File: config.mk
export PLATFORM = sky130hd
export DESIGN_NAME = xnor_popcount_neuron
export DESIGN_NICKNAME = d
export VERILOG_FILES = /design/src/rtl/xnor_popcount_neuron.sv
export SDC_FILE = /design/constraint.sdc
export NUM_CORES = 1
export LEC_CHECK = 0
export BUFFER_PORTS_ARGS = -buffer_cell sky130_fd_sc_hd__clkbuf_2
export CAP_MARGIN = 5
export CORE_MARGIN = 5
export CORE_UTILIZATION = 45
export CTS_CLUSTER_DIAMETER = 150
export CTS_CLUSTER_SIZE = 20
export DETAILED_ROUTE_END_ITERATION = 16
export GPL_TIMING_DRIVEN = 0
export HOLD_SLACK_MARGIN = 0.05
export PLACE_DENSITY_LB_ADDON = 0.08
export REMOVE_ABC_BUFFERS = 1
export SLEW_MARGIN = 0
export SYNTH_ARGS = -nofsm -noshare
export SYNTH_HDL_FRONTEND = slang
export SYNTH_SLANG_ARGS = --single-unit
File: constraint.sdc
create_clock -name clk -period 5.3 [get_ports clk]
set_clock_uncertainty 0.05 [all_clocks]
set_input_delay 0.53 -clock clk [delete_from_list [all_inputs] [get_ports clk]]
set_output_delay 0.53 -clock clk [all_outputs]
set_load 0.03 [all_outputs]
File: src/rtl/xnor_popcount_neuron.sv
module xnor_popcount_neuron #(
  parameter int N      = 72,
  parameter int CHUNK  = 8,
  parameter int BIAS_W = 16,
  parameter int FRAC_W = 6,
  localparam int SH_W  = $clog2(N) + 2 + FRAC_W,
  localparam int OUT_W = ((SH_W > BIAS_W) ? SH_W : BIAS_W) + 1
) (
  input  logic              clk,
  input  logic              rst_n,
  input  logic              valid_i,
  input  logic [N-1:0]      act_i,
  input  logic [N-1:0]      wgt_i,
  input  logic [BIAS_W-1:0] bias_i,
  output logic              valid_o,
  output logic [OUT_W-1:0]  sum_o,
  output logic              act_o
);
  localparam int NCH = (N + CHUNK - 1) / CHUNK;
  localparam int PAD = NCH * CHUNK;
  localparam int CW  = $clog2(CHUNK + 1);
  localparam int PW  = $clog2(N + 1);

  logic [PAD-1:0]    agree;
  logic [NCH*CW-1:0] cnt_d, cnt_q;
  logic [PW-1:0]     pc_d, pc_q;
  logic [BIAS_W-1:0] b1_q, b2_q;
  logic              v1_q, v2_q;
  logic signed [OUT_W-1:0] dot, bias_x, res;

  always_comb begin
    agree = '0;
    agree[N-1:0] = ~(act_i ^ wgt_i);
  end

  always_comb begin
    cnt_d = '0;
    for (int g = 0; g < NCH; g++)
      for (int b = 0; b < CHUNK; b++)
        cnt_d[g*CW +: CW] += CW'(agree[g*CHUNK + b]);
  end

  always_comb begin
    pc_d = '0;
    for (int g = 0; g < NCH; g++)
      pc_d += PW'(cnt_q[g*CW +: CW]);
  end

  assign dot    = ((OUT_W'(pc_q) <<< 1) - OUT_W'(N)) <<< FRAC_W;
  assign bias_x = {{(OUT_W-BIAS_W){b2_q[BIAS_W-1]}}, b2_q};
  assign res    = dot + bias_x;

  always_ff @(posedge clk or negedge rst_n) begin
    if (!rst_n) begin
      v1_q <= 1'b0; v2_q <= 1'b0; valid_o <= 1'b0;
      cnt_q <= '0; pc_q <= '0; b1_q <= '0; b2_q <= '0;
      sum_o <= '0; act_o <= 1'b0;
    end else begin
      v1_q    <= valid_i;
      v2_q    <= v1_q;
      valid_o <= v2_q;
      if (valid_i) begin
        cnt_q <= cnt_d;
        b1_q  <= bias_i;
      end
      if (v1_q) begin
        pc_q <= pc_d;
        b2_q <= b1_q;
      end
      if (v2_q) begin
        sum_o <= res;
        act_o <= ~res[OUT_W-1];
      end
    end
  end
endmodule

# Word-level counts from Yosys, hierarchy flattened
# Cells that the tools add are included.
# Widths: inputs -> output; s select.
[word_totals]
register_bits = 96
input_bits = 163
out_inout_bits = 19
wordCells = 85
[op_classes]
addsub = 73
bitwise_logic = 3
[ops]
columns = ["op", "n"]
rows = [
  ["$add 4x1->4", 36],
  ["$not 72->72", 1],
  ["$xor 72x72->72", 1],
  ["$add 3x1->4", 9],
  ["$add 7x4->7", 5],
  ["$add 2x1->3", 9],
  ["$add 1x1->2", 9],
  ["$add 15x16->17", 1],
  ["$sub 8x7->9 const B", 1],
  ["$add 6x4->7", 1],
  ["$add 5x4->6", 1],
  ["$add 4x4->5", 1],
  ["$not 1->1", 1],
]

# Longest topological paths before layout
# Gate-level depths: netlist (run 1).
[depth]
ltp_word = 9
mapped_depth = 14
depth_no_buf = 14

# Least setup slack after synthesis (run 1)
# Ideal clock, no wire load.
[synth_path]
kind = "register to register"
start = "reg cnt_q[2]"
end = "reg pc_q[6]"
setup_ps = 125
arrival_time_ps = 3703
required_ps = 5125
setup_slack_ps = 1423
stages_incl_launch_ff = 13
path_buffers = 0
period_less_slack_ps = 3877
cell_sequence = "dfrtp_1 > inv_1 > fa_1 > inv_1 > fa_1 > fa_1 > fa_1 > ha_1 > fa_1 > a21o_1 > a21oi_1 > xnor2_1 > mux2_2"
[synth_between]
elab_chain_len = 8
[synth_rtl]
columns = ["item", "line", "source"]
rows = [
  ["start, declared", "25", "logic [NCH*CW-1:0] cnt_d, cnt_q;"],
  ["start signal, assigned", "63", "cnt_q <= cnt_d;"],
  ["$add 4x4->5", "46", "pc_d += PW'(cnt_q[g*CW +: CW]);"],
  ["$add 5x4->6", "46", ""],
  ["$add 6x4->7", "46", ""],
  ["$add 7x4->7 (5 in a row)", "46", ""],
  ["end signal, assigned", "67", "pc_q <= pc_d;"],
  ["end, declared", "26", "logic [PW-1:0] pc_d, pc_q;"],
]
# Every way passes these cells.
# A chain may end at the register's enable or synchronous reset.

# Worst setup path after layout (run 1)
# Ends and elaborated chain as after synthesis.

==> out/metrics.yaml, run 1 <==
synth:
  synth_top_family_by_area: "adder cells"
  ys.flop_type: "dfrtp_1"
  synth_top_area_cell: "dfrtp_1"
  synth.area.top_cells: "dfrtp_1, fa_1, ha_1"
  seq_area_frac_synth_pct: 35.0
  synth_edf_count: 0
  syn_area_per_cell_um2: 11.3
  ys_ff_latch: 96
  syn_inst: 608
  synth_top_area_share_pct: 35.0
  synth_simple_gate_area_share_pct: 4.19
  async_flop_share_pct: 100
  syn_area_um2: 6860
  synthAdderAreaFrac_pct: 26.8
  synth_compound_area_share_pct: 7.11
  synthXorXnorAreaFrac_pct: 11.2
  muxShareOfSynthArea_pct: 8.64
  ys_types: 44
  synth_warnings: 0
clock_network:
  cts_resized: 0
  cts_tree: "yes"
  h-tree-depth: 3
  cts_hold_buf: 0
  cts_buffers: 9
  cts_sinks: 96
  cts_buffer_depth: 2
  clk_pin_slew_ns: 0.07
  cts-root-buf: "clkbuf_16"
  insertion_delay_ns: 0.35
  post_cts_buffers: 0
timing:
  final-hold-violation-count: 0
  finalMaxSlewViolations: 0
  whs_ns: 0.135
  relSlewSlack_pct: 25.5
  worst_pin_slew_ns: 1.12
  timing.final.setup_violations: 0
  final.period_utilization_pct: 75.7
  setup_tns_ns: 0
  fmax_mhz: 249
  rsz0062_at_grt: "no"
  fin_crit_ns: 4.01
layout:
  drive_above_1_share_pct: 32.2
  fin_cells: 977
  diodes: 0
  syn2layout_area_growth_pct: 20.3
  regArea_um2: 2400
  multi_input_area_um2: 3980
  nFillCells: 1383
  final_nets: 1056
die:
  num_rows: 45
  start_util_pct: 45.5
  dieWidth_um: 134
  die_h_um: 134
  dieArea_um2: 17800
  io_pins: 182
  core-area_um2: 15100
worst_setup_path:
  reg2regPathDepth: 12
  crit_type: "flop to flop"
  path_max_fanout: 2
  ff2ff_setup_slack_ns: 1.29
  arrival_ns: 4.19
  critPathLaunchType: "flop"
  r2r-end: "pc_q[6]$_DFFE_PN0P_"
  required_ns: 5.48
  r2r-start: "cnt_q[2]$_DFFE_PN0P_"
  critical_path.endpoint_type: "flop"
placed_design:
  dpl.hpwl_mm: 10.4
  dp.cells: 961
  port_buffers: 181
  gp_congestion: 0.755
power:
  p_leak_nw: 4.12
  ir_worst_vdd_mv: 0.701
  fin_total_pwr_mw: 5.96
  p_per_area_nw_per_um2: 722
outcome:
  outcome: "completed"
route:
  first_iter_violations: 116
  drc: 0
  wirelength_mm: 12.7
  num_vias: 4681
  ant_nets: 0
  routed_via_density: 4.79
  wire_per_inst_um: 13.0
  dr.pass1.iters: 4
run:
  maxCapViolCount: 0
grt:
  track_usage_pct: 15.1
  grt_start_max_net_pins: 80
  grt_pass1_wl_mm: 22.5
  grt_pass1_vias: 5210
  grt_overflow: 0
  antenna_found_initial: 0
min_path:
  hold_class: "primary input to async pin"
-- area by class of cell --
type                       count  share of cell area, %
multi-input combinational    387                   48.2
timing repair buffer         182                   11.4
clock inverter                 7                  0.864
clock buffer                   9                   2.73
tap                          188                   2.85
sequential                    96                   29.1
inverter                     108                   4.91
-- worst max-delay path, stage by stage, from the launching register on --
cell     delay, ns
dfrtp_1       0.35
inv_1         0.06
fa_1          0.53
inv_1         0.06
fa_1          0.52
fa_1          0.52
fa_1          0.49
ha_1          0.23
fa_1          0.40
a21o_1        0.19
a21oi_1       0.17
xnor2_1       0.08
mux2_2        0.26
-- cells in the final DEF, fill, tap and decap left out, types with 5 or more instances in the layout --
master     synthesis  layout
xnor2_1           49      49
o22ai_1            9       9
inv_1            107     107
nand4_1            5       5
a21oi_1           22      22
nand3_1            5       5
mux2_2            50      50
clkbuf_2           0     179
fa_1              63      63
dfrtp_1           96      96
ha_1              46      46
xor2_1            39      39
clkbuf_16          0       9
nor2_1             8       8
o21ai_0           19      19
nand2_1           29      29
-- metal layers --
| metal | vias up | wire (um) | GRT usage (%) |
|---|---|---|---|
| met3 | 14 | 518 | 2.38 |
| met1 | 2248 | 5300 | 18.5 |
| met2 | 103 | 6670 | 27.6 |
| met5 | - | 0 | 0 |
| met4 | 0 | 191 | 4.34 |
| li1 | 2316 | - | - |
-- worst max-delay path by stage --
stage	slack (ns)	to	cells after the start	start
6_report	1.29	pc_q[6]$_DFFE_PN0P_	12	cnt_q[2]$_DFFE_PN0P_
3_5_place_dp	1.28	pc_q[6]$_DFFE_PN0P_	12	cnt_q[2]$_DFFE_PN0P_
5_1_grt	1.07	pc_q[6]$_DFFE_PN0P_	12	cnt_q[2]$_DFFE_PN0P_
4_1_cts	1.27	pc_q[6]$_DFFE_PN0P_	12	cnt_q[2]$_DFFE_PN0P_
2_1_floorplan	1.42	pc_q[6]$_DFFE_PN0P_	12	cnt_q[2]$_DFFE_PN0P_
3_3_place_gp	1.29	pc_q[6]$_DFFE_PN0P_	12	cnt_q[2]$_DFFE_PN0P_
-- power breakdown --
group,leakage (nW),internal (mW),total [mW],switching (mW)
sequential,1.15,1.00,1.14,0.138
combinational,2.83,1.98,4.18,2.21
clock,0.139,0.331,0.635,0.304
total,4.12,3.31,5.96,2.65
-- kinds of logic (layout without fill, tap and decap cells) --
family                   count (synthesis)  after routing
multiplexers                            53             53
XOR/XNOR                                88             88
flip-flops                              96             96
adder cells (fa/ha/maj)                109            109
buffers and inverters                  125            306
AO/OA/AOI/OAI                           77             77
AND/OR/NAND/NOR                         60             60
-- through the flow --
step / setup slack, ns / util (%) / instance area, um2
after floorplan: 1.42 / - / 6780
after global placement: 1.29 / 52.5 / 7930
after detailed placement: 1.28 / 52.7 / 7960
after CTS: 1.27 / 54.7 / 8250
after global routing: 1.07 / 54.7 / 8250
final: 1.29 / 54.7 / 8250
-- cells in the mapped netlist (2+ instances only) --
library cell / number
o2bb2ai_1: 3
xor2_1: 39
xnor2_1: 49
o21a_1: 3
clkbuf_1: 6
mux2_2: 50
nand2_1: 29
ha_1: 46
nand4_1: 5
o211ai_1: 2
a21oi_1: 22
nor3b_1: 3
nand3_1: 5
inv_1: 107
buf_2: 10
o22ai_1: 9
fa_1: 63
a211oi_1: 3
nor2_1: 8
mux2i_1: 3
o21ai_0: 19
o31ai_1: 2
a21o_1: 3
nor3_1: 3
a2111o_1: 2
dfrtp_1: 96
-- sequential cells by signal, indices dropped and copies added, names as in the netlist --
signal / count
cnt_q: 36
sum_o: 17
b1_q: 16
b2_q: 16
pc_q: 7
act_o: 1
v1_q: 1
v2_q: 1
valid_o: 1
(Power assumes the default switching activity.)
==> run 2, diff against run 1 <==
==> constraint.sdc (replaced) <==
create_clock -name clk -period 3.2 [get_ports clk]
set_clock_uncertainty 0.05 [all_clocks]
set_input_delay 0.32 -clock clk [delete_from_list [all_inputs] [get_ports clk]]
set_output_delay 0.32 -clock clk [all_outputs]
set_load 0.03 [all_outputs]
==> run 2 against run 1 <==
Net effect: the run now ends with negative setup slack left; critical path depth is the same; power grew 96%; die area is the same; maximum frequency grew 4.8%; via count grew 0.85%; setup slack lost 1.9 ns; register-to-register slack lost 1.9 ns; count of clock-buffer cells in the layout is the same; sequential cell count is the same; cell count grew 0.51%; non-clock buffer count grew 5; clock power grew 65%; critical endpoint unchanged; highest routed layer unchanged.
==> out/metrics.yaml, run 2 (synthesis gave the netlist of run 1 again) <==
outcome:
  outcome: "finished with violations"  # was completed
  violations: "negative setup slack"
clock_network:
  cts-root-buf: "clkbuf_16"  # unchanged
  cts_buffer_depth: 2  # unchanged
  cts_tree: "yes"  # unchanged
  insertion_delay_ns: 0.35  # about the same
  cts_sinks: 96  # unchanged
  h-tree-depth: 3  # unchanged
  cts_buffers: 9  # unchanged
  clk_pin_slew_ns: 0.07  # about the same
worst_setup_path:
  path_max_fanout: 2  # unchanged
  cpPeakStageDelay_ns: 0.56  # was 0.53 ns
  arrival_ns: 4.01  # was 4.19 ns
  crit_top_cell: "fa_1"  # unchanged
  critical_path.endpoint_type: "flop"  # unchanged
  ff2ff_setup_slack_ns: -0.63  # was 1.29 ns
  critPathSlowestCell: "fa_1"  # unchanged
  critPathLaunchType: "flop"  # unchanged
  crit_start: "cnt_q[22]$_DFFE_PN0P_"  # was cnt_q[2]$_DFFE_PN0P_
  crit_chain: "inv_2 > fa_1 > inv_2 > fa_1 > fa_1 > fa_1 > ha_2 > fa_2 > a21o_1 > a21oi_2 > xnor2_1 > mux2_4"  # was inv_1 > fa_1 > inv_1 > fa_1 > fa_1 > fa_1 > ha_1 > fa_1 > a21o_1 > a21oi_1 > xnor2_1 > mux2_2
  r2r-start: "cnt_q[22]$_DFFE_PN0P_"  # was cnt_q[2]$_DFFE_PN0P_
  required_ns: 3.38  # was 5.48 ns
  r2r-end: "pc_q[6]$_DFFE_PN0P_"  # unchanged
  crit_type: "flop to flop"  # unchanged
  reg2regPathDepth: 12  # unchanged
  critPathCapture: "pc_q[6]$_DFFE_PN0P_"  # unchanged
placed_design:
  dpl.hpwl_mm: 10.4  # unchanged
  dp.cells: 961  # unchanged
  placed_area_um2: 7960  # unchanged
  port_buffers: 181  # unchanged
  gp_congestion: 0.755  # unchanged
die:
  dieArea_um2: 17800  # unchanged
  io_pins: 182  # unchanged
  core-area_um2: 15100  # unchanged
  die_h_um: 134  # unchanged
  dieWidth_um: 134  # unchanged
  start_util_pct: 45.5  # unchanged
  num_rows: 45  # unchanged
timing:
  rsz0062_at_grt: "yes"  # was no
  fmax_mhz: 261  # was 249 MHz
  fin_crit_ns: 3.83  # was 4.01 ns
  final.period_utilization_pct: 120  # was 75.7%
  fin_ws_ns: -0.631  # was 1.29 ns
  finalMaxSlewViolations: 0  # unchanged
  relSlewSlack_pct: 22.7  # was 25.5%
  worst_pin_slew_ns: 1.16  # was 1.12 ns
  setup_tns_ns: -1.83  # was 0 ns
  timing.final.setup_violations: 4  # was 0
  final-hold-violation-count: 0  # unchanged
grt:
  track_usage_pct: 15.2  # was 15.1%
  grt_pass1_wl_mm: 22.7  # was 22.5 mm
  met1_usage_pct: 18.5  # about the same
  use_met2_pct: 27.9  # was 27.6%
  grt_start_max_net_pins: 80  # unchanged
  grt_pass1_vias: 5271  # was 5210
  grt_overflow: 0  # unchanged
  grt_use_met3_pct: 2.42  # was 2.38%
  busiest_layer: "met2"  # unchanged
  antenna_found_initial: 0  # unchanged
power:
  p_leak_nw: 4.15  # was 4.12 nW
  ir_worst_vdd_mv: 1.69  # was 0.701 mV
  p_per_area_nw_per_um2: 1400  # was 722 nW/um2
layout:
  syn2layout_area_growth_pct: 21.6  # was 20.3%
  largest_registers: "cnt_q x36, sum_o x17"  # unchanged
  diodes: 0  # unchanged
  regMostFlops: "cnt_q"  # unchanged
  final_nets: 1061  # was 1056
  fin_cells: 982  # was 977
  layout_common_cells: "clkbuf_2, inv_1, dfrtp_1, fa_1, mux2_2"  # unchanged
  fin_util_pct: 55.3  # was 54.7%
  design_area_um2: 8350  # was 8250 um2
  largest_register_ffs: 36  # unchanged
  drive_above_1_share_pct: 33.9  # was 32.2%
  layout_commonest_cell: "clkbuf_2"  # unchanged
route:
  routed_via_density: 4.81  # was 4.79
  ant_nets: 0  # unchanged
  wirelength_mm: 12.8  # was 12.7 mm
  drc: 0  # unchanged
  num_vias: 4721  # was 4681
  dr.pass1.iters: 4  # unchanged
  wire_per_inst_um: 13.0  # about the same
  first_iter_violations: 111  # was 116
run:
  maxCapViolCount: 0  # unchanged
min_path:
  hold_class: "primary input to flop"  # was primary input to async pin
==> run 2: cell count changes in the layout (fill, tap and decap cells not counted), moves of 2 or more <==
cell | previous run | this run
inv_2 | 1 | 5
a21oi_2 | 0 | 3
buf_4 | 0 | 3
inv_1 | 107 | 103
a21oi_1 | 22 | 19
ha_1 | 46 | 44
==> run 2: final cells by class <==
type / count / area (um2)
Inverter: 108 / 405
Multi-Input combinational cell: 387 / 4030
Tap cell: 188 / 235
Timing Repair Buffer: 187 / 982
Fill cell: 1368 / 6740
Clock inverter: 7 / 71.3
Sequential cell: 96 / 2400
Clock buffer: 9 / 225
==> run 2: per-stage QoR <==
| step | setup WS [ns] | total power, mW | hold WS, ns |
|---|---|---|---|
| 6_report | -0.631 | 11.7 | 0.153 |
| 2_1_floorplan | -0.677 | 7.47 | -0.0256 |
| 3_3_place_gp | -0.813 | 8.81 | 0.421 |
| 4_1_cts | -0.662 | 11.3 | 0.147 |
| 3_5_place_dp | -0.818 | 8.97 | 0.318 |
| 5_1_grt | -0.794 | 13.1 | 0.153 |
==> run 2: per-layer routing <==
layer  vias to the layer above  part of all wire [%]
met1                      2272                    41
li1                       2332                     -
met5                         -                     0
met4                         0                   1.5
met2                       103                    53
met3                        14                   4.1
==> run 2: timing repair <==
item                                   4_1_cts  5_1_grt
setup endpoints to repair                    4        5
hold buffers                                 1        0
gates resized for setup                     11        4
endpoints found under the hold margin       37        0
buffers inserted                             3        1
pin swaps                                   15        4
==> run 2: power by group <==
part	internal, mW	total, mW	switching, mW
combinational	4.41	8.73	4.32
clock	0.549	1.05	0.504
sequential	1.65	1.88	0.229
total	6.62	11.7	5.05
==> run 2: worst min path at each step <==
stage | depth (start not counted) | end | slack [ns] | startpoint
after floorplan | 0 | act_o$_DFFE_PN0P_ | -0.03 | rst_n
after global placement | 1 | sum_o[16]$_DFFE_PN0P_ | 0.42 | sum_o[16]$_DFFE_PN0P_
after detailed placement | 1 | b2_q[14]$_DFFE_PN0P_ | 0.32 | rst_n
after CTS | 2 | b1_q[6]$_DFFE_PN0P_ | 0.15 | bias_i[6]
after global routing | 2 | b1_q[6]$_DFFE_PN0P_ | 0.15 | bias_i[6]
final | 2 | b1_q[11]$_DFFE_PN0P_ | 0.15 | bias_i[11]
==> run 2: worst max-delay path, delay by kind of cell, from the launching register on <==
family,cells,cell delay [ns]
muxes,1,0.26
AOI/OAI and AO/OA,2,0.29
buffers and inverters,2,0.09
adders and majority gates,6,2.61
xor gates and xnor gates,1,0.08
DFF,1,0.34
==> run 3, diff against run 2 <==
--- a/config.mk
+++ b/config.mk
@@ -5,6 +5,7 @@
 export SDC_FILE = /design/constraint.sdc
 export NUM_CORES = 1
 export LEC_CHECK = 0
+export ABC_AREA = 1
 export BUFFER_PORTS_ARGS = -buffer_cell sky130_fd_sc_hd__clkbuf_2
 export CAP_MARGIN = 5
 export CORE_MARGIN = 5
==> run 3 against run 2 <==
Net effect: the run still ends with negative setup slack left; critical endpoint is now pc_q[4]$_DFFE_PN0P_; core utilization shrank 0.058 points; first-iteration DRC count rose by 71%; sequential power fell by 3%; highest routed layer unchanged; sequential cell count stayed put; final area shrank 0.10%; count of clock-buffer cells in the layout rose by 1; power is 8.5% lower; cell count grew 13%; routed wire length increased by 2.3%.
==> out/metrics.yaml, run 3 <==
layout:
  layout_commonest_cell: "nand2_1"  # was clkbuf_2
  layout_common_cells: "nand2_1, clkbuf_2, inv_1, dfrtp_1, fa_1"  # was clkbuf_2, inv_1, dfrtp_1, fa_1, mux2_2
  fin_cells: 1106  # was 982
  diodes: 0  # unchanged
  drive_above_1_share_pct: 25.2  # was 33.9%
  final_nets: 1185  # was 1061
  largest_register_ffs: 36  # unchanged
  regMostFlops: "cnt_q"  # unchanged
  design_area_um2: 8340  # was 8350 um2
  nFillCells: 1368  # unchanged
  largest_registers: "cnt_q x36, sum_o x17"  # unchanged
  syn2layout_area_growth_pct: 21.8  # was 21.6%
  regArea_um2: 2400  # unchanged
  multi_input_area_um2: 4010  # was 4030 um2
grt:
  grt_pass1_vias: 5383  # was 5271
  grt_start_max_net_pins: 57  # was 80
  grt_overflow: 0  # unchanged
  antenna_found_initial: 0  # unchanged
  track_usage_pct: 15.3  # was 15.2%
  grt_pass1_wl_mm: 22.9  # was 22.7 mm
die:
  dieWidth_um: 133  # was 134 um
  core-area_um2: 15100  # unchanged
  start_util_pct: 45.4  # was 45.5%
  io_pins: 182  # unchanged
  die_h_um: 133  # was 134 um
  num_rows: 45  # unchanged
  dieArea_um2: 17800  # about the same
worst_setup_path:
  ff2ff_setup_slack_ns: -0.39  # was -0.63 ns
  path_max_fanout: 2  # unchanged
  critical_path.endpoint_type: "flop"  # unchanged
  critPathLaunchType: "flop"  # unchanged
  crit_type: "flop to flop"  # unchanged
  critPathCapture: "pc_q[4]$_DFFE_PN0P_"  # was pc_q[6]$_DFFE_PN0P_
  arrival_ns: 3.81  # was 4.01 ns
  r2r-start: "cnt_q[10]$_DFFE_PN0P_"  # was cnt_q[22]$_DFFE_PN0P_
  reg2regPathDepth: 12  # unchanged
  crit_start: "cnt_q[10]$_DFFE_PN0P_"  # was cnt_q[22]$_DFFE_PN0P_
  required_ns: 3.42  # was 3.38 ns
  r2r-end: "pc_q[4]$_DFFE_PN0P_"  # was pc_q[6]$_DFFE_PN0P_
power:
  p_switching_mw: 4.85  # was 5.05 mW
  p_leak_nw: 4.47  # was 4.15 nW
  p_per_area_nw_per_um2: 1280  # was 1400 nW/um2
  switching_share_pct: 45.4  # was 43.3%
  power_frac_seq_pct: 17.1  # was 16.1%
  ir_worst_vdd_mv: 1.95  # was 1.69 mV
  comb_power_share_pct: 72.6  # was 74.8%
  p_int_mw: 5.83  # was 6.62 mW
  p_clk_share_pct: 10.3  # was 9.0%
synth:
  syn_area_um2: 6850  # was 6860 um2
  synth_top_area_share_pct: 35.1  # was 35.0%
  syn_inst: 734  # was 608
  seq_area_frac_synth_pct: 35.1  # was 35.0%
  synth_edf_count: 0  # unchanged
  ys.flop_type: "dfrtp_1"  # unchanged
  synth.area.top_cells: "dfrtp_1, fa_1, nand2_1"  # was dfrtp_1, fa_1, ha_1
  synth_top_cells_by_count: "nand2_1, inv_1, dfrtp_1"  # was inv_1, dfrtp_1, fa_1
  async_flop_share_pct: 100  # unchanged
  synth_warnings: 0  # unchanged
  ys_ff_latch: 96  # unchanged
  synth_top_area_cell: "dfrtp_1"  # unchanged
  syn_area_per_cell_um2: 9.33  # was 11.3 um2
  synth.most_common_cell: "nand2_1"  # was inv_1
  ys_types: 27  # was 44
route:
  wire_per_inst_um: 11.8  # was 13.0 um
  wirelength_mm: 13.1  # was 12.8 mm
  dr.pass1.iters: 5  # was 4
  routed_via_density: 4.59  # was 4.81
  wl_met3_um: 518  # was 526 um
  first_iter_violations: 190  # was 111
  wl_met1_mm: 5.62  # was 5.29 mm
  drc: 0  # unchanged
  met2_length_mm: 6.76  # was 6.75 mm
  highest_layer: "met4"  # unchanged
  num_vias: 5078  # was 4721
  ant_nets: 0  # unchanged
placed_design:
  dpl_worst_slack_ns: -0.549  # was -0.818 ns
  placed_area_um2: 7930  # was 7960 um2
  dp.cells: 1085  # was 961
  gp_congestion: 0.813  # was 0.755
  port_buffers: 181  # unchanged
  dpl.hpwl_mm: 10.5  # was 10.4 mm
timing:
  final.period_utilization_pct: 112  # was 120%
  worst_pin_slew_ns: 1.10  # was 1.16 ns
  final-hold-violation-count: 0  # unchanged
  fin_ws_ns: -0.391  # was -0.631 ns
  rsz0062_at_grt: "yes"  # unchanged
  timing.final.setup_violations: 4  # unchanged
  finalMaxSlewViolations: 0  # unchanged
  fmax_mhz: 278  # was 261 MHz
  setup_tns_ns: -1.24  # was -1.83 ns
  fin_crit_ns: 3.59  # was 3.83 ns
  relSlewSlack_pct: 26.9  # was 22.7%
min_path:
  hold_class: "primary input to flop"  # unchanged
  min_from: "bias_i[15]"  # was bias_i[11]
clock_network:
  cts_sinks: 96  # unchanged
  h-tree-depth: 3  # unchanged
  cts_buffers: 9  # unchanged
  cts-root-buf: "clkbuf_16"  # unchanged
  clk_pin_slew_ns: 0.07  # about the same
  cts_buffer_depth: 2  # unchanged
  cts_tree: "yes"  # unchanged
  insertion_delay_ns: 0.35  # about the same
run:
  maxCapViolCount: 0  # unchanged
outcome:
  violations: "negative setup slack"  # unchanged
  outcome: "finished with violations"  # unchanged
[run 3: cell count changes after synthesis, sizes merged, moves of 6 or more]
cell / delta
buf: +6
mux2: -50
nand3: +8
o22ai: -6
nand2: +185
o21ai: +28
[run 3: kinds of logic (layout without fill, tap and decap cells)]
kind of cell	after synthesis	in the layout	synth area share, %
buffers and inverters	130	314	7.42
xor gates and xnor gates	88	88	11.3
DFF	96	96	35.1
and+or+nand+nor	240	240	14.0
adders and majority gates	109	109	26.8
AOI/OAI and AO/OA	71	71	5.46
[run 3: final cells by class]
class / instances / share of cell area, %
multi-input cells: 508 / 48.1
flip-flops and latches: 96 / 28.8
repair buffers: 187 / 11.7
inverters: 111 / 5.00
well taps: 188 / 2.82
clock buffers: 10 / 2.75
clock inverters: 6 / 0.870
[run 3: how the worst min path moves through the flow]
stage,endpoint,slack [ns],cells past startpoint
after CTS,b1_q[5]$_DFFE_PN0P_,0.11,3
after detailed placement,b2_q[14]$_DFFE_PN0P_,0.34,1
after global placement,sum_o[5]$_DFFE_PN0P_,0.40,2
final,b1_q[15]$_DFFE_PN0P_,0.12,3
after global routing,b1_q[5]$_DFFE_PN0P_,0.11,3
after floorplan,act_o$_DFFE_PN0P_,-0.03,0
[run 3: timing repair]
action	4_1_cts	5_1_grt
endpoints found under the setup margin	4	5
setup buffers	3	1
hold buffers	1	0
hold endpoints to repair	41	0
pin swaps	19	13
gates resized for setup	15	7
[run 3: critical path, stage by stage (launching register included)]
cell and delay [ns]:
dfrtp_1 0.36, inv_2 0.05, fa_1 0.54, inv_2 0.04, fa_1 0.56, fa_1 0.44, fa_1 0.54, ha_4 0.19
fa_2 0.34, buf_4 0.15, a21oi_2 0.10, o21ai_1 0.09, o21ai_1 0.07
[run 3: power groups by stage]
stage               Clock [mW]  Combinational [mW]  Sequential [mW]
floorplan                    0                4.68             1.97
detailed placement           0                6.11             1.84
finish                    1.10                7.75             1.82
CTS                       1.13                7.38             1.83
global route              1.18                8.99             1.87
global placement             0                6.02             1.84
[run 3: routing by layer]
metal	track usage [%]	vias to the layer above
li1	-	2594
met1	18.5	2369
met2	28.2	102
met3	2.83	13
met4	3.71	0
met5	0	-
[run 3: per-stage QoR]
| stage | power [mW] | hold slack, ns | utilization (%) |
|---|---|---|---|
| after floorplan | 6.65 | -0.0256 | - |
| after CTS | 10.3 | 0.110 | 55.1 |
| after global routing | 12.0 | 0.111 | 55.3 |
| after detailed placement | 7.96 | 0.343 | 52.5 |
| final | 10.7 | 0.119 | 55.3 |
| after global placement | 7.85 | 0.402 | 52.3 |
